`src/rtl/bcr_pkg.sv`:
```
package bcr_pkg;
  localparam int DATA_W  = 32;
  localparam int WP_W    = 8;
  localparam int PRST_W  = 4;
  localparam int SW_W    = 4;
  localparam int IRQ_LO  = 2;
  localparam int IRQ_N   = 6;

  // byte offsets of the words
  localparam int OFS_DATE = 'h00;
  localparam int OFS_STAT = 'h04;
  localparam int OFS_LED  = 'h08;
  localparam int OFS_WP   = 'h0C;
  localparam int OFS_SWR  = 'h10;
  localparam int OFS_PRST = 'h14;
  localparam int OFS_MASK = 'h18;
  localparam int OFS_PEND = 'h1C;
  localparam int OFS_CFG  = 'h20;

  typedef enum logic [3:0] {
    SEL_DATE, SEL_STAT, SEL_LED, SEL_WP, SEL_SWR,
    SEL_PRST, SEL_MASK, SEL_PEND, SEL_CFG, SEL_NONE
  } rdSel_e;

  typedef struct packed {
    logic wrLed;
    logic wrWp;
    logic wrPrst;
    logic wrMask;
    logic wrCfg;
    logic clrAll;
  } strobes_t;
endpackage

```
`src/rtl/bcr_ctrl.sv`:
```
module bcr_ctrl
  import bcr_pkg::*;
#(
  parameter int ADDR_W    = 8,
  parameter int PULSE_LEN = 16,
  parameter logic [DATA_W-1:0] MAGIC = 32'h0000_DEAD
) (
  input  logic              clk,
  input  logic              rstN,
  input  logic [ADDR_W-1:0] busAddr,
  input  logic              busWe,
  input  logic [DATA_W-1:0] busWdata,
  output rdSel_e            rdSel,
  output strobes_t          strobes,
  output logic              boardRst
);
  localparam int CNT_W = $clog2(PULSE_LEN + 1);

  logic [CNT_W-1:0] pulseCnt;
  logic             busy;
  logic             wrOk;
  logic             magicHit;

  // offset decode; misaligned offsets fall through to none
  always_comb begin
    unique case (busAddr)
      ADDR_W'(OFS_DATE): rdSel = SEL_DATE;
      ADDR_W'(OFS_STAT): rdSel = SEL_STAT;
      ADDR_W'(OFS_LED):  rdSel = SEL_LED;
      ADDR_W'(OFS_WP):   rdSel = SEL_WP;
      ADDR_W'(OFS_SWR):  rdSel = SEL_SWR;
      ADDR_W'(OFS_PRST): rdSel = SEL_PRST;
      ADDR_W'(OFS_MASK): rdSel = SEL_MASK;
      ADDR_W'(OFS_PEND): rdSel = SEL_PEND;
      ADDR_W'(OFS_CFG):  rdSel = SEL_CFG;
      default:           rdSel = SEL_NONE;
    endcase
  end

  assign busy     = (pulseCnt != '0);
  assign wrOk     = busWe && !busy;
  assign magicHit = wrOk && (rdSel == SEL_SWR) && (busWdata == MAGIC);

  always_comb begin
    strobes        = '0;
    strobes.wrLed  = wrOk && (rdSel == SEL_LED);
    strobes.wrWp   = wrOk && (rdSel == SEL_WP);
    strobes.wrPrst = wrOk && (rdSel == SEL_PRST);
    strobes.wrMask = wrOk && (rdSel == SEL_MASK);
    strobes.wrCfg  = wrOk && (rdSel == SEL_CFG);
    strobes.clrAll = magicHit || busy;
  end

  always_ff @(posedge clk or negedge rstN) begin
    if (!rstN) begin
      pulseCnt <= '0;
    end else if (magicHit) begin
      pulseCnt <= CNT_W'(PULSE_LEN);
    end else if (busy) begin
      pulseCnt <= pulseCnt - 1'b1;
    end
  end

  assign boardRst = busy;
endmodule

```
`src/rtl/bcr_datapath.sv`:
```
module bcr_datapath
  import bcr_pkg::*;
#(
  parameter logic [7:0]  DATE_MONTH = 8'h06,
  parameter logic [7:0]  DATE_DAY   = 8'h15,
  parameter logic [15:0] DATE_YEAR  = 16'h2024
) (
  input  logic              clk,
  input  logic              rstN,
  input  strobes_t          strobes,
  input  rdSel_e            rdSel,
  input  logic [WP_W-1:0]   wrByte,
  input  logic [SW_W-1:0]   switchIn,
  input  logic [IRQ_N-1:0]  irqSrc,
  input  logic [DATA_W-1:0] bridgeAddrIn,
  output logic [DATA_W-1:0] busRdata,
  output logic              ledOn,
  output logic              flashWp,
  output logic [PRST_W-1:0] periphRst,
  output logic              irqOut,
  output logic [DATA_W-1:0] bridgeAddrOut
);
  localparam int IRQ_HI = IRQ_LO + IRQ_N - 1;
  localparam logic [WP_W-1:0] WP_DEF = '1;

  logic              ledReg;
  logic [WP_W-1:0]   wpReg;
  logic [PRST_W-1:0] prstReg;
  logic [IRQ_N-1:0]  maskReg;
  logic [IRQ_N-1:0]  pendReg;
  logic              cfgReg;

  always_ff @(posedge clk or negedge rstN) begin
    if (!rstN) begin
      ledReg  <= 1'b0;
      wpReg   <= WP_DEF;
      prstReg <= '0;
      maskReg <= '0;
      cfgReg  <= 1'b1;
    end else if (strobes.clrAll) begin
      ledReg  <= 1'b0;
      wpReg   <= WP_DEF;
      prstReg <= '0;
      maskReg <= '0;
      cfgReg  <= 1'b1;
    end else begin
      if (strobes.wrLed)  ledReg  <= wrByte[0];
      if (strobes.wrWp)   wpReg   <= wrByte;
      if (strobes.wrPrst) prstReg <= wrByte[PRST_W-1:0];
      if (strobes.wrMask) maskReg <= wrByte[IRQ_HI:IRQ_LO];
      if (strobes.wrCfg)  cfgReg  <= wrByte[0];
    end
  end

  // level sources sampled once per clock
  always_ff @(posedge clk or negedge rstN) begin
    if (!rstN) pendReg <= '0;
    else       pendReg <= irqSrc;
  end

  always_comb begin
    busRdata = '0;
    unique case (rdSel)
      SEL_DATE: busRdata = {DATE_MONTH, DATE_DAY, DATE_YEAR};
      SEL_STAT: busRdata[SW_W-1:0] = switchIn;
      SEL_LED:  busRdata[0] = ledReg;
      SEL_WP:   busRdata[WP_W-1:0] = wpReg;
      SEL_PRST: busRdata[PRST_W-1:0] = prstReg;
      SEL_MASK: busRdata[IRQ_HI:IRQ_LO] = maskReg;
      SEL_PEND: busRdata[IRQ_HI:IRQ_LO] = pendReg;
      SEL_CFG:  busRdata[0] = cfgReg;
      default:  busRdata = '0;
    endcase
  end

  assign ledOn     = ledReg;
  assign flashWp   = wpReg[0];
  assign periphRst = prstReg;
  assign irqOut    = |(pendReg & maskReg);
  assign bridgeAddrOut = cfgReg ? {4'b0001, bridgeAddrIn[DATA_W-5:0]} : bridgeAddrIn;
endmodule

```
`src/rtl/board_ctrl_regs.sv`:
```
module board_ctrl_regs
  import bcr_pkg::*;
#(
  parameter int ADDR_W    = 8,
  parameter int PULSE_LEN = 16,
  parameter logic [7:0]  DATE_MONTH = 8'h06,
  parameter logic [7:0]  DATE_DAY   = 8'h15,
  parameter logic [15:0] DATE_YEAR  = 16'h2024
) (
  input  logic              clk,
  input  logic              rstN,
  input  logic [ADDR_W-1:0] busAddr,
  input  logic              busWe,
  input  logic [31:0]       busWdata,
  output logic [31:0]       busRdata,
  input  logic [3:0]        switchIn,
  input  logic [5:0]        irqSrc,
  input  logic [31:0]       bridgeAddrIn,
  output logic              ledOn,
  output logic              flashWp,
  output logic [3:0]        periphRst,
  output logic              irqOut,
  output logic [31:0]       bridgeAddrOut,
  output logic              boardRst
);
  strobes_t strobes;
  rdSel_e   rdSel;

  bcr_ctrl #(
    .ADDR_W(ADDR_W),
    .PULSE_LEN(PULSE_LEN)
  ) u_ctrl (
    .clk(clk),
    .rstN(rstN),
    .busAddr(busAddr),
    .busWe(busWe),
    .busWdata(busWdata),
    .rdSel(rdSel),
    .strobes(strobes),
    .boardRst(boardRst)
  );

  bcr_datapath #(
    .DATE_MONTH(DATE_MONTH),
    .DATE_DAY(DATE_DAY),
    .DATE_YEAR(DATE_YEAR)
  ) u_dp (
    .clk(clk),
    .rstN(rstN),
    .strobes(strobes),
    .rdSel(rdSel),
    .wrByte(busWdata[WP_W-1:0]),
    .switchIn(switchIn),
    .irqSrc(irqSrc),
    .bridgeAddrIn(bridgeAddrIn),
    .busRdata(busRdata),
    .ledOn(ledOn),
    .flashWp(flashWp),
    .periphRst(periphRst),
    .irqOut(irqOut),
    .bridgeAddrOut(bridgeAddrOut)
  );
endmodule

```
`config.mk`:
```
export PLATFORM = sky130hd
export DESIGN_NAME = board_ctrl_regs
export DESIGN_NICKNAME = d
export VERILOG_FILES = /design/src/rtl/bcr_pkg.sv /design/src/rtl/bcr_ctrl.sv /design/src/rtl/bcr_datapath.sv /design/src/rtl/board_ctrl_regs.sv
export SDC_FILE = /design/constraint.sdc
export NUM_CORES = 1
export LEC_CHECK = 0
export ABC_AREA = 0
export CAP_MARGIN = 20
export CORE_UTILIZATION = 38
export DETAILED_ROUTE_END_ITERATION = 8
export PLACE_DENSITY_LB_ADDON = 0.08
export SLEW_MARGIN = 20
export SYNTH_ARGS = -nofsm -noshare
export SYNTH_HDL_FRONTEND = slang
export SYNTH_HIERARCHICAL = 1
export SYNTH_SLANG_ARGS = --single-unit
```
`constraint.sdc`:
```
create_clock -name clk -period 7.8 [get_ports clk]
set_input_delay 1.17 -clock clk [delete_from_list [all_inputs] [get_ports clk]]
set_output_delay 1.17 -clock clk [all_outputs]
set_load 0.02 [all_outputs]
```
Word level (Yosys, flattened, before mapping). Index checks and enable logic that the tools add are counted.

Bits in registers: 31. Output and inout port bits: 72. Word-level logic and storage cells: 65.

Bitwise logic cells: 1. Equal/unequal tests: 17. Multiplexer cells: 19. Reduce and logical (&&, ||, !) cells: 20. Add/sub/neg operators: 1.

Operator list (count): $pmux 4 s9 (1); $eq 32x16->1 const B (1); $eq 8x5->1 const B (4); $mux 32 (1); $mux 19 (1); $eq 4x3->1 const B (4); $eq 8x4->1 const B (2); $mux 8 (2); $pmux 4 s4 (1); $mux 6 (2); $pmux 2 s6 (1); $reduce_bool 2->1 (6); $mux 5 (2); $eq 4x2->1 const B (2); $eq 8x3->1 const B (1); $eq 8x6->1 const B (1); $logic_and 1x1->1 (8); $logic_not 8->1 (1); $mux 4 (2); $and 6x6->6 (1); $reduce_or 6->1 (1); $pmux 1 s5 (1); $reduce_bool 5->1 (1); $sub 5x1->5 const B (1); 7 further kinds (10).

Depth between registers and ports, before layout. Gate-level depths: netlist of the first run.

Depth after elaboration: 7. Depth in mapped cells: 8.

By module. Netlist of the first run, hierarchy kept.

Modules (own cells, without submodules): bcr_datapath (area an instance 1789.2 um^2, cells an instance 181, instances 1); bcr_ctrl (area an instance 462.9 um^2, cells an instance 56, instances 1).

Worst setup path before layout of the first run. Ideal clock, no wire load.

Kind: input to output. Start: in busAddr[7]. End: out busRdata[16]. Setup slack: 3.122 ns. Arrival: 3.508 ns. Data required time: 6.630 ns. Stages on the path: 7. Cells stage by stage: or4_4 nor2_1 and2_1 inv_1 buf_6 nor4_1 buf_4.

Longest elaborated chain between the ends: 4. Elaborated cells on any way between the ends: 12.

RTL lines: from (decl) (RTL line board_ctrl_regs.sv:12) `input logic [ADDR_W-1:0] busAddr,`; $eq 8x6->1 (tied with other cells) (RTL line bcr_ctrl.sv:26) `unique case (busAddr)`; $pmux 4 s9 (*) (RTL line bcr_ctrl.sv:26); named net rdSel[0] (RTL line board_ctrl_regs.sv:27) `rdSel_e rdSel;`; $logic_not 4->1 (*) (RTL line bcr_datapath.sv:63) `unique case (rdSel)`; $mux 19 (*) (RTL line bcr_datapath.sv:63); to (decl) (RTL line board_ctrl_regs.sv:15) `output logic [31:0] busRdata,`.

Mark *: on every way through the listed nets, which the timed path passes. The rest lies on a longest branch.

Worst setup path after layout of the first run.
Start: in busAddr[7]. End: out busRdata[2].

Longest elaborated chain between the ends: 4. Elaborated cells on any way between the ends: 17.

RTL lines (RTL line): $eq 8x6->1 (tied with other cells) (bcr_ctrl.sv:26); $pmux 4 s9 (*) (bcr_ctrl.sv:26); named net rdSel[1] (board_ctrl_regs.sv:27); $eq 4x3->1 (tied with other cells) (bcr_datapath.sv:63); $pmux 2 s6 (*) (bcr_datapath.sv:63).

Marked as above.

==> results of run 1 <==
logic make-up after synthesis:
family,Yosys count,share of synthesized area [%]
AOI/OAI and AO/OA,32,10.8
xor gates and xnor gates,2,0.778
adders and majority gates,1,0.555
buffers and inverters,69,21.6
DFF,31,34.9
muxes,15,6.83
other,1,0.167
and+or+nand+nor,86,24.3
metal layers:
layer  vias up  global-route usage, %  share of wire, %
met5         -                      0                 0
met4         0                   8.00               2.4
met3        23                   3.91               6.3
met2        69                   29.0                48
met1       841                   24.4                44
li1        861                      -                 -
critical path, cell delays in order:
cell	delay, ns
clkdlybuf4s50_1	0.42
or4_4	0.55
nor2_1	0.23
nand2_1	0.15
inv_1	0.43
and4bb_2	0.36
a22oi_1	0.08
o311ai_1	0.10
clkdlybuf4s50_1	0.66
where the power goes:
group	total, W	switching, W	internal (W)
clock	0.000123	0.0000610	0.0000623
sequential	0.000186	0.00000925	0.000177
combinational	0.0000865	0.0000371	0.0000494
total	0.000396	0.000107	0.000289
stage by stage:
stage | std cells | instance area (um2) | utilization [%]
after floorplan | 254 | 2320 | -
after CTS | 357 | 2880 | 51.4
final | 357 | 2880 | 51.4
after global placement | 349 | 2800 | 49.9
after global routing | 357 | 2880 | 51.4
after detailed placement | 349 | 2800 | 49.9
cells in the mapped netlist (all sizes together) (2+ instances only):
master,n
buf,59
dfrtp,22
nor2,18
nor2b,14
mux2i,12
nand2,12
a211o,9
dfstp,9
nor4,8
a22oi,7
inv,7
nand3,4
nand3b,4
o21ai,4
and4b,3
and4bb,3
clkbuf,3
mux2,3
nand4,3
nor3,3
nor4b,3
a211oi,2
a21oi,2
a31oi,2
and2,2
and3b,2
nor4bb,2
xnor2,2
cell usage in the layout, fill, tap and decap left out, types with 5 or more instances in the layout:
cell type / count
clkbuf_8: 5
inv_1: 7
nand2_1: 12
conb_1: 18
a22oi_1: 7
a211o_1: 9
nor4_1: 6
clkdlybuf4s50_1: 82
dfstp_2: 9
nor2b_1: 14
mux2i_1: 12
dfrtp_1: 22
nor2_1: 18
sequential cells by signal, indices dropped and copies added (netlist names):
signal           flops
u_ctrl/pulseCnt      5
u_dp/cfgReg          1
u_dp/ledOn           1
u_dp/maskReg         6
u_dp/pendReg         6
u_dp/periphRst       4
u_dp/wpReg           8
final cells by class:
type | count | area [um2]
Clock buffer | 6 | 72.6
Clock inverter | 2 | 12.5
Fill cell | 541 | 2730
Inverter | 7 | 26.3
Multi-Input combinational cell | 154 | 1050
Sequential cell | 31 | 787
Tap cell | 72 | 90.1
Timing Repair Buffer | 85 | 843
worst max path at each step:
stage	cells after the start	end	slack, ns	startpoint
floorplan	7	busRdata[16]	3.12	busAddr[7]
global placement	7	busRdata[20]	2.55	busAddr[7]
detailed placement	7	busRdata[13]	2.45	busAddr[7]
CTS	7	busRdata[13]	2.45	busAddr[7]
global route	9	busRdata[2]	2.21	busAddr[7]
finish	9	busRdata[2]	2.46	busAddr[7]
==> impl_metrics.json, run 1 <==
{
  "status": "finished clean",
  "wl_per_cell_um": 15.4,
  "htree_levels": 2,
  "die-area_mm2": 0.00624,
  "cp.arrival_ns": 4.17,
  "p_leak_nw": 1.17,
  "grt_antenna_before_repair": 0,
  "viasPerCell": 5.03,
  "cts_tree": "built",
  "netlist_area_mm2": 0.00225,
  "cts-buffers-inserted": 5,
  "timing.slew.headroom_pct": 43.8,
  "cp.required_ns": 6.63,
  "drc_errors": 0,
  "synth.distinct_cells": 47,
  "grt_max_degree": 32,
  "r2r_slack_ns": 4.70,
  "io_buffers": 82,
  "maxSlewViolCount": 0,
  "ctsHoldBuffers": 0,
  "finalPower_w": 0.000396,
  "synth_top_area_share_pct": 24.4,
  "r2r_cells": 7,
  "track_usage_pct": 18.4,
  "min_path_type": "flop to flop",
  "syn_to_final_growth_pct": 27.9,
  "seq_area_frac_synth_pct": 34.9,
  "dp.final_hpwl_um": 4190,
  "max_freq_ghz": 0.187,
  "post-place-ws_ns": 2.45,
  "insertion_delay_ns": 0.28,
  "grt_pass1_wl_um": 8670,
  "powerDensity_mw_per_mm2": 137,
  "clkSlewWorstSetupHoldPaths_ns": 0.06,
  "first_global_vias": 1711,
  "min_from": "u_ctrl/pulseCnt[4]",
  "nets": 370,
  "core_mm2": 0.00561,
  "cts-root-buf": "clkbuf_8",
  "drt-total-wl_um": 5480,
  "io_pins": 157,
  "hold-worst-slack_ns": 0.538,
  "worst_r2r_endpoint": "u_dp/maskReg[0]",
  "rows": 27,
  "async_reset_ff_share_pct": 100,
  "whs_path_depth": 1,
  "worst_slew_pin_slew_ns": 0.843,
  "synthTopCellsByArea": "dfrtp_1, buf_4, dfstp_2",
  "netlist_instances": 237,
  "drive_above_1_share_pct": 12.3,
  "fin_setup_tns_ns": 0,
  "die_x_um": 79.0,
  "globalRouteOverflowTotal": 0,
  "setup-violations-final": 0,
  "yosysWarnings": 6,
  "ys.flop_type": "dfrtp_1",
  "synth-seq-cells": 31,
  "clockBufferDepth": 2,
  "start_util_pct": 40.2,
  "synth_top_area_cell": "dfrtp_1",
  "cp_max_fo": 21,
  "hold_viol": 0,
  "min_period_ns": 5.34,
  "die_h_um": 79.0,
  "r2r_start": "u_ctrl/pulseCnt[0]",
  "setup_ws_ns": 2.46,
  "min_to": "u_ctrl/pulseCnt[4]",
  "place_congestion": 0.809,
  "syn-mean-instance-area_um2": 9.50,
  "period_share_pct": 68.4,
  "synth-edff-count": 0,
  "vias": 1794,
  "clkSinkCount": 31,
  "cts-resized-gates": 0,
  "startpoint_type": "input port",
  "drt-initial-drc-count": 118,
  "rsz0062_at_grt": "false",
  "final_antenna_net_count": 0,
  "drtPass1Iterations": 5,
  "peakVddDrop_v": 0.0000911,
  "cts_setup_buffers": 0,
  "insertedDiodeCount": 0,
  "finClkSkew_ns": 0.00497,
  "worstSetupPathType": "input port to primary output",
  "maxCapViolations": 0,
  "cp-end-kind": "primary output"
}
(Power assumes the default switching activity.)
==> inputs of run 2 (changes only) <==
Settings changed: CORE_UTILIZATION 38 to 36.
Clock period 7.8 ns to 5.3 ns, I/O delays scaled along.
==> run 2 against run 1 <==
Effect of this change: clock power increased by 50%; highest routed layer unchanged; critical path type unchanged; setup slack got worse by 1.7 ns; critical endpoint is now busRdata[0]; cell area increased by 0.65%; global-route usage decreased by 0.79 points; largest power group unchanged; hold slack got worse by 0.030 ns.
==> impl_metrics.json, run 2 (synthesis results as in run 1) <==
{
  "period_share_pct": 85.7,
  "hold-worst-slack_ns": 0.508,
  "peakVddDrop_v": 0.000133,
  "die-area_mm2": 0.00658,
  "globalRouteOverflowTotal": 0,
  "layout.area.seq_um2": 787,
  "p_leak_nw": 1.18,
  "syn_to_final_growth_pct": 28.8,
  "worst_path_most_repeated_cell": "clkdlybuf4s50_1",
  "insertion_delay_ns": 0.29,
  "rows": 28,
  "final_antenna_net_count": 0,
  "insertedDiodeCount": 0,
  "drive_above_1_share_pct": 12.9,
  "wl_per_cell_um": 15.0,
  "clockBufferDepth": 2,
  "startpoint_type": "input port",
  "max_freq_ghz": 0.220,
  "path_buf_inv": 3,
  "min_path_type": "flop to flop",
  "finClkSkew_ns": 0.00630,
  "maxCapViolations": 0,
  "final_cell_mix": "clkdlybuf4s50_1, dfrtp_1, nor2_1, conb_1, nor2b_1",
  "io_buffers": 82,
  "timing.slew.headroom_pct": 41.2,
  "vias": 1795,
  "status": "finished clean",
  "rsz0062_at_grt": "false",
  "worstSetupPathType": "input port to primary output",
  "slowest_delay_ns": 0.62,
  "drt-initial-drc-count": 62,
  "first_global_vias": 1589,
  "dp.final_hpwl_um": 4130,
  "crit_family": "buffers and inverters",
  "layout.cells.most_common": "clkdlybuf4s50_1",
  "cts-resized-gates": 0,
  "cp_max_fo": 21,
  "grt_antenna_before_repair": 0,
  "core_mm2": 0.00599,
  "clkSlewWorstSetupHoldPaths_ns": 0.07,
  "cts_tree": "built",
  "ctsHoldBuffers": 0,
  "cts-buffers-inserted": 5,
  "top_register": "u_dp/wpReg",
  "crit_chain": "clkdlybuf4s50_1, or4_4, nor2_1, nand2_1, inv_1, nand3b_1, a211oi_1, a221o_1, clkdlybuf4s50_1",
  "cts_setup_buffers": 0,
  "fill_cells": 585,
  "drc_errors": 0,
  "place_congestion": 0.745,
  "multi_input_area_mm2": 0.00105,
  "io_pins": 157,
  "drtPass1Iterations": 4,
  "r2r_slack_ns": 2.55,
  "setup-violations-final": 0,
  "cts-root-buf": "clkbuf_8",
  "hold_viol": 0,
  "die_h_um": 81.1,
  "grt_max_degree": 32,
  "htree_levels": 2,
  "stdcell_area_mm2": 0.00290,
  "maxSlewViolCount": 0,
  "viasPerCell": 4.96,
  "fin_setup_tns_ns": 0,
  "place_area_mm2": 0.00282,
  "largestRegisters": "u_dp/wpReg: 8 flops, u_dp/maskReg: 6 flops, u_dp/pendReg: 6 flops",
  "cp_slowest_cell": "clkdlybuf4s50_1",
  "cp.required_ns": 4.51,
  "powerDensity_mw_per_mm2": 202,
  "worst_slew_pin_slew_ns": 0.883,
  "cp.arrival_ns": 3.75,
  "track_usage_pct": 17.7,
  "cp-end-kind": "primary output",
  "largest_reg_flops": 8,
  "drt-total-wl_um": 5440,
  "min_period_ns": 4.54,
  "start_util_pct": 37.6,
  "grt_pass1_wl_um": 8600,
  "die_x_um": 81.1,
  "nets": 372,
  "clkSinkCount": 31
}
## run 2: cell count changes in the layout (fill, tap and decap cells not counted)
cell	before	now
buf_4	3	5
## run 2: area by class of cell
class	count	area share, %
tap	75	3.24
multi-input combinational	154	36.2
clock buffer	6	2.50
inverter	7	0.906
sequential	31	27.1
clock inverter	2	0.431
timing repair buffer	87	29.6
## run 2: path summary, 6_finish.rpt
| path | to | cells after the start | startpoint |
|---|---|---|---|
| worst min register to register | u_ctrl/pulseCnt[4] | 1 | u_ctrl/pulseCnt[4] |
| worst max register to register | u_dp/ledOn | 7 | u_ctrl/pulseCnt[0] |
| worst min-delay path | u_ctrl/pulseCnt[4] | 1 | u_ctrl/pulseCnt[4] |
| min in group asynchronous | u_dp/pendReg[5] | 2 | rstN |
| max in group asynchronous | u_dp/wpReg[1] | 2 | rstN |
| worst max-delay path | busRdata[0] | 9 | busAddr[7] |
## run 2: layer usage
metal | track usage, % | vias up | routed length (um)
li1 | - | 859 | -
met1 | 24.8 | 856 | 2520
met2 | 26.4 | 63 | 2540
met3 | 3.60 | 17 | 271
met4 | 6.79 | 0 | 108
met5 | 0 | - | 0
## run 2: power breakdown
| part | leakage [nW] | switching (W) | internal (W) |
|---|---|---|---|
| registers | 0.385 | 0.0000140 | 0.000261 |
| clock network | 0.0412 | 0.0000925 | 0.0000917 |
| logic | 0.756 | 0.0000546 | 0.0000727 |
## run 2: per-stage QoR
step | power (W) | std cells | worst slack [ns] | utilization (%)
2_1_floorplan | 0.000370 | 254 | 1.37 | -
3_5_place_dp | 0.000406 | 354 | 0.778 | 47.0
5_1_grt | 0.000617 | 362 | 0.525 | 48.4
4_1_cts | 0.000593 | 362 | 0.778 | 48.4
6_report | 0.000586 | 362 | 0.757 | 48.4
3_3_place_gp | 0.000405 | 354 | 0.835 | 47.0
